`config.mk`:
```
export PLATFORM = sky130hd
export DESIGN_NAME = serial_frame_port
export DESIGN_NICKNAME = d
export VERILOG_FILES = /design/src/rtl/sfp_pkg.sv /design/src/rtl/sfp_ctrl.sv /design/src/rtl/sfp_txpath.sv /design/src/rtl/sfp_rxpath.sv /design/src/rtl/serial_frame_port.sv
export SDC_FILE = /design/constraint.sdc
export NUM_CORES = 1
export LEC_CHECK = 0
export BUFFER_PORTS_ARGS = -buffer_cell sky130_fd_sc_hd__buf_2
export CORE_MARGIN = 1.5
export CORE_UTILIZATION = 55
export CTS_BUF_LIST = sky130_fd_sc_hd__clkbuf_8
export CTS_CLUSTER_SIZE = 30
export DETAILED_ROUTE_END_ITERATION = 12
export PLACE_DENSITY = 0.79
export SLEW_MARGIN = 20
export SYNTH_ARGS = -nofsm -noshare
export SYNTH_HDL_FRONTEND = slang
export SYNTH_SLANG_ARGS = --single-unit
```
`constraint.sdc`:
```
create_clock -name bclk -period 2.2 [get_ports bclk]
set_input_delay 0.33 -clock bclk [delete_from_list [all_inputs] [get_ports bclk]]
set_output_delay 0.33 -clock bclk [all_outputs]
set_load 0.02 [all_outputs]
```
`src/rtl/sfp_pkg.sv`:
```
package sfp_pkg;
  // Strobes from a lane's bit counter to its shift datapath.
  typedef struct packed {
    logic flush;  // power-down: drop word, force idle
    logic start;  // sync seen on this edge: MSB period
    logic step;   // mid-word bit period after the MSB
    logic last;   // this step handles the LSB
  } laneStrobe_t;
endpackage

```
`src/rtl/sfp_ctrl.sv`:
```
module sfp_ctrl
  import sfp_pkg::*;
#(
  parameter int W         = 8,
  parameter bit FALL_EDGE = 1'b0
) (
  input  logic        bclk,
  input  logic        rstN,
  input  logic        powerDown,
  input  logic        sync,
  output laneStrobe_t strb
);
  localparam int CW = $clog2(W + 1);
  localparam logic [CW-1:0] DONE    = CW'(W);
  localparam logic [CW-1:0] LASTIDX = CW'(W - 1);

  logic [CW-1:0] bitCnt;
  logic [CW-1:0] cntNxt;

  always_comb begin
    strb.flush = powerDown;
    strb.start = sync & ~powerDown;
    strb.step  = ~sync & ~powerDown & (bitCnt != DONE);
    strb.last  = strb.step & (bitCnt == LASTIDX);
    if (strb.flush)      cntNxt = DONE;
    else if (strb.start) cntNxt = CW'(1);
    else if (strb.step)  cntNxt = bitCnt + CW'(1);
    else                 cntNxt = bitCnt;
  end

  generate
    if (FALL_EDGE) begin : g_fall
      always_ff @(negedge bclk or negedge rstN) begin
        if (!rstN) bitCnt <= DONE;
        else       bitCnt <= cntNxt;
      end
    end else begin : g_rise
      always_ff @(posedge bclk or negedge rstN) begin
        if (!rstN) bitCnt <= DONE;
        else       bitCnt <= cntNxt;
      end
    end
  endgenerate
endmodule

```
`src/rtl/sfp_txpath.sv`:
```
module sfp_txpath
  import sfp_pkg::*;
#(
  parameter int W      = 8,
  parameter bit IDLE   = 1'b0
) (
  input  logic         bclk,
  input  logic         rstN,
  input  laneStrobe_t  strb,
  input  logic [W-1:0] parData,
  output logic         serOut
);
  logic [W-1:0] shReg;
  logic         outBit;

  always_ff @(posedge bclk or negedge rstN) begin
    if (!rstN) begin
      shReg  <= '0;
      outBit <= IDLE;
    end else if (strb.flush) begin
      shReg  <= '0;
      outBit <= IDLE;
    end else if (strb.start) begin
      shReg  <= {parData[W-2:0], 1'b0};
      outBit <= parData[W-1];
    end else if (strb.step) begin
      shReg  <= strb.last ? '0 : {shReg[W-2:0], 1'b0};
      outBit <= shReg[W-1];
    end else begin
      outBit <= IDLE;
    end
  end

  assign serOut = strb.flush ? IDLE : outBit;
endmodule

```
`src/rtl/sfp_rxpath.sv`:
```
module sfp_rxpath
  import sfp_pkg::*;
#(
  parameter int W         = 8,
  parameter bit FALL_EDGE = 1'b0
) (
  input  logic         bclk,
  input  logic         rstN,
  input  laneStrobe_t  strb,
  input  logic         serIn,
  output logic [W-1:0] parOut,
  output logic         validOut
);
  logic [W-2:0] shReg, shNxt;
  logic [W-1:0] wordReg, wordNxt;
  logic         validReg, validNxt;

  always_comb begin
    shNxt    = shReg;
    wordNxt  = wordReg;
    validNxt = 1'b0;
    if (strb.flush) begin
      shNxt = '0;
    end else if (strb.start) begin
      shNxt = (W-1)'(serIn);
    end else if (strb.step) begin
      shNxt = (W-1)'({shReg, serIn});
      if (strb.last) begin
        wordNxt  = {shReg, serIn};
        validNxt = 1'b1;
      end
    end
  end

  generate
    if (FALL_EDGE) begin : g_fall
      always_ff @(negedge bclk or negedge rstN) begin
        if (!rstN) begin
          shReg <= '0; wordReg <= '0; validReg <= 1'b0;
        end else begin
          shReg <= shNxt; wordReg <= wordNxt; validReg <= validNxt;
        end
      end
    end else begin : g_rise
      always_ff @(posedge bclk or negedge rstN) begin
        if (!rstN) begin
          shReg <= '0; wordReg <= '0; validReg <= 1'b0;
        end else begin
          shReg <= shNxt; wordReg <= wordNxt; validReg <= validNxt;
        end
      end
    end
  endgenerate

  assign parOut   = wordReg;
  assign validOut = validReg & ~strb.flush;
endmodule

```
`src/rtl/serial_frame_port.sv`:
```
module serial_frame_port
  import sfp_pkg::*;
#(
  parameter int PCM_W   = 8,
  parameter int ADPCM_W = 4
) (
  input  logic               bclk,
  input  logic               rstN,
  input  logic               powerDown,
  input  logic               sync,
  input  logic [PCM_W-1:0]   txPcmWord,
  input  logic [ADPCM_W-1:0] txAdpcmCode,
  input  logic               encPcmSerIn,
  input  logic               decAdpcmSerIn,
  input  logic               rxPcmSerIn,
  output logic               pcmTxSer,
  output logic               adpcmTxSer,
  output logic [PCM_W-1:0]   encPcmWord,
  output logic               encPcmValid,
  output logic [ADPCM_W-1:0] decAdpcmCode,
  output logic               decAdpcmValid,
  output logic [PCM_W-1:0]   rxPcmWord,
  output logic               rxPcmValid
);
  laneStrobe_t pcmRiseStrb, adpRiseStrb, pcmFallStrb, adpFallStrb;

  sfp_ctrl #(.W(PCM_W),   .FALL_EDGE(1'b0)) u_ctrlPcmRise (
    .bclk(bclk), .rstN(rstN), .powerDown(powerDown), .sync(sync), .strb(pcmRiseStrb));
  sfp_ctrl #(.W(ADPCM_W), .FALL_EDGE(1'b0)) u_ctrlAdpRise (
    .bclk(bclk), .rstN(rstN), .powerDown(powerDown), .sync(sync), .strb(adpRiseStrb));
  sfp_ctrl #(.W(PCM_W),   .FALL_EDGE(1'b1)) u_ctrlPcmFall (
    .bclk(bclk), .rstN(rstN), .powerDown(powerDown), .sync(sync), .strb(pcmFallStrb));
  sfp_ctrl #(.W(ADPCM_W), .FALL_EDGE(1'b1)) u_ctrlAdpFall (
    .bclk(bclk), .rstN(rstN), .powerDown(powerDown), .sync(sync), .strb(adpFallStrb));

  sfp_txpath #(.W(PCM_W), .IDLE(1'b0)) u_txPcm (
    .bclk(bclk), .rstN(rstN), .strb(pcmRiseStrb), .parData(txPcmWord), .serOut(pcmTxSer));
  sfp_txpath #(.W(ADPCM_W), .IDLE(1'b1)) u_txAdp (
    .bclk(bclk), .rstN(rstN), .strb(adpRiseStrb), .parData(txAdpcmCode), .serOut(adpcmTxSer));

  sfp_rxpath #(.W(PCM_W), .FALL_EDGE(1'b1)) u_rxEnc (
    .bclk(bclk), .rstN(rstN), .strb(pcmFallStrb), .serIn(encPcmSerIn),
    .parOut(encPcmWord), .validOut(encPcmValid));
  sfp_rxpath #(.W(ADPCM_W), .FALL_EDGE(1'b1)) u_rxDec (
    .bclk(bclk), .rstN(rstN), .strb(adpFallStrb), .serIn(decAdpcmSerIn),
    .parOut(decAdpcmCode), .validOut(decAdpcmValid));
  sfp_rxpath #(.W(PCM_W), .FALL_EDGE(1'b0)) u_rxPcm (
    .bclk(bclk), .rstN(rstN), .strb(pcmRiseStrb), .serIn(rxPcmSerIn),
    .parOut(rxPcmWord), .validOut(rxPcmValid));
endmodule

```
==> metrics.md <==
| Metric | Value |
|---|---|
| Outcome | complete, but fails checks |
| Failing checks | negative setup slack |
| Starting density of the core | 56.6% |
| R2r endpoint | u_rxPcm.parOut[4]$_DFFE_PN0P_ |
| Final hold vios | 0 |
| Worst setup SP type | register |
| Total congestion overflow | 0 |
| Drt total wl | 5.74 mm |
| CP Capture Type | output port |
| Critical path startpoint | u_rxDec.validReg$_DFF_NN0_ |
| Area of the core | 5040 um^2 |
| Num CTS Buffers | 9 |
| Worst EP arrival | 2.06 ns |
| Crit path depth | 2 |
| Placed Area | 3270 um^2 |
| Post-synth net total | 264 |
| Crit path buffers/inverters | 1 |
| Root buffer cell | clkbuf_8 |
| Worst Max-Slew Pin Slew | 0.363 ns |
| Final setup fails | 22 |
| Worst vdd ir | 0.447 mV |
| Rel. slew slack | 75.8% |
| Register area | 1660 um^2 |
| Die width | 75.0 um |
| Routed len/inst | 15.3 um |
| Most used DFF post-synth | dfrtp_1 |
| Max-slew violation total from the final report | 0 |
| Finished Core Util | 72.4% |
| Final Wtd Congestion | 0.730 |
| Static Leak | 1.85 nW |
| Sink Count | 66 |
| CTS hold repair buffers | 0 |
| Filler cell count in the final layout | 344 |
| Final setup TNS | -1.91 ns |
| Synthesized area | 2850 um^2 |
| Mean Syn Cell Area | 12.1 um^2 |
| Final Instance Area | 3650 um^2 |
| Vias per inst | 5.51 |
| Most instantiated cells after synthesis | 32 x dfrtp_1, 29 x dfrtn_1, 21 x mux2_2 |
| Port bufs | 43 |
| Crit-path cells | nor2b_4 -> buf_6 |
| Critical R2R Launch | u_ctrlPcmRise.bitCnt[0]$_DFFE_PN0P_ |
| TritonRoute pass-1 iters | 4 |
| First-pass GRT wire length | 9.68 mm |
| Die area | 5630 um^2 |
| Async SR Flop Fraction | 100% |
| Met2 GRT Util | 37.0% |
| Slowest-stage cell, CP | dfrtn_1 |
| # IOs | 44 |
| GRT Max-Usage Layer | met2 |
| Multi-input gate area | 1130 um^2 |
| Detailed Route Iter0 Violations | 194 |
| Top cell type's share of synthesized area | 28.1% |
| Yosys Warn Count | 0 |
| Register area share after synthesis | 58.1% |
| Ant. Diodes | 0 |
| Required time worst endpoint | 1.87 ns |
| CTS tree | built |
| Vias | 2059 |
| Tot Pwr | 2.75 mW |
| HP Class | input port to register |
| Max Clock Skew | 0.0493 ns |
| Met1 GRT Util | 30.7% |
| Synth area leader | dfrtp_1 |
| Maximum number of pins on one net before global-route repair | 25 |
| Post-synth EDFFs | 0 |
| Worst reg2reg path depth | 5 |
| GRT Util Overall | 23.6% |
| Post-Synthesis Cells | 235 |
| DP HPWL | 3.75 mm |
| Met3 usage | 4.95% |
| CTS Buffer Depth | 2 |
| Initial antenna violation count | 0 |
| CTS clk-pin slew, worst paths | 0.07 ns |
| Final #Nets | 328 |
| Setup ws final | -0.190 ns |
| H-tree depth | 3 |
| Fraction of layout cells with a size suffix above 1 | 37.8% |
| Die height | 75.0 um |
| Critical Path End | decAdpcmValid |
| Power per Cell Area | 753 nW/um^2 |
| Synth unique cells | 35 |
| Top-count cell post-synth | dfrtp_1 |
| DRC errors left | 0 |
| Pre-CTS setup slack | -0.433 ns |
| Critical path class | register to output port |
| RSZ-0062 raised after global routing | yes |
| CP delay by family, top | flip-flops |
| FF+latch count, synth | 66 |
| CP Max Fanout | 1 |
| Clock latency on the worst-skew pair | 0.38 ns |
| CP max stage delay | 0.39 ns |
| Antenna-violating nets left | 0 |
| Largest cells by area after synthesis | dfrtp_1 28%, dfrtn_1 25%, mux2_2 8.3% |
| Number of global-route vias before repair | 2090 |
| Max-cap violations | 0 |
| Reg2reg setup slack | 0.49 ns |
| Row count | 26 |
| P&R area growth vs syn | 28.0% |
stage by stage:
step                      hold slack [ns]  instances
final                               0.212        374
after floorplan                    0.0344        235
after CTS                           0.204        372
after detailed placement            0.449        354
after global placement              0.444        354
after global routing                0.201        374
power breakdown:
group          internal (mW)  switching (mW)  leakage [nW]
clock network          0.651           0.507         0.125
registers               1.27          0.0430         0.883
logic                  0.117           0.159         0.842
cells in the final DEF (no fill, tap or decap), drive strengths merged, types with 3 or more instances in the layout:
master	count
o21ai	3
and3	3
nand2	10
ha	10
xnor2	5
dfrtn	29
xor2	3
a32oi	6
nor2b	4
nor2	7
a21oi	16
nor3	8
nand3	9
or2	3
inv	20
clkbuf	9
buf	64
nand3b	3
mux2	21
dfrtp	32
dfstp	5
a22o	16
area by class of cell:
class                      instances  area share (%)
clock inverter                     9            2.91
inverter                          15            1.54
timing repair buffer              64            13.5
clock buffer                       9            3.39
tap                               70            2.40
multi-input combinational        141            30.9
sequential                        66            45.4
state kept, by name, indices dropped and copies added, names as in the netlist, 4 cells and up:
register,flops
u_rxPcm.parOut,8
u_rxPcm.shReg,7
u_ctrlPcmFall.bitCnt,4
u_ctrlPcmRise.bitCnt,4
u_rxEnc.shReg,7
u_txPcm.shReg,7
u_rxDec.parOut,4
u_rxEnc.parOut,8
worst min-delay path by stage:
stage | from | slack, ns | cells past startpoint | endpoint
2_1_floorplan | rstN | 0.03 | 0 | u_ctrlAdpRise.bitCnt[0]$_DFFE_PN0P_
3_3_place_gp | u_rxDec.parOut[0]$_DFFE_NN0P_ | 0.44 | 1 | u_rxDec.parOut[0]$_DFFE_NN0P_
3_5_place_dp | u_rxDec.parOut[3]$_DFFE_NN0P_ | 0.45 | 1 | u_rxDec.parOut[3]$_DFFE_NN0P_
4_1_cts | txPcmWord[7] | 0.20 | 2 | u_txPcm.outBit$_DFF_PN0_
5_1_grt | txPcmWord[0] | 0.20 | 2 | u_txPcm.shReg[1]$_DFFE_PN0P_
6_report | txPcmWord[7] | 0.21 | 2 | u_txPcm.outBit$_DFF_PN0_
per-layer routing:
metal,wire [um],vias up
li1,-,961
met1,2520,1023
met2,2820,63
met3,276,12
met4,120,0
met5,0,-
cells by family (layout without fill, tap and decap cells):
family	Yosys count	count (layout)	share of synthesized area, %
muxes	21	21	8.29
DFF	66	66	58.1
AOI/OAI and AO/OA	49	49	12.3
adders and majority gates	10	10	4.39
xor gates and xnor gates	8	8	2.46
and+or+nand+nor	53	53	10.2
buffers and inverters	28	97	4.25
what timing repair did:
| item | in CTS | in global routing |
|---|---|---|
| buffers inserted | 1 | 2 |
| setup endpoints to repair | 23 | 23 |
| resized for setup | 38 | 4 |
worst register-to-register path: cells and delay by family, from the launching register on:
kind                       cells  cell delay [ns]
and+or+nand+nor                2             0.47
DFF                            1             0.42
muxes                          1             0.33
adders and majority gates      1             0.21
buffers and inverters          1             0.17
(Power assumes the default switching activity.)
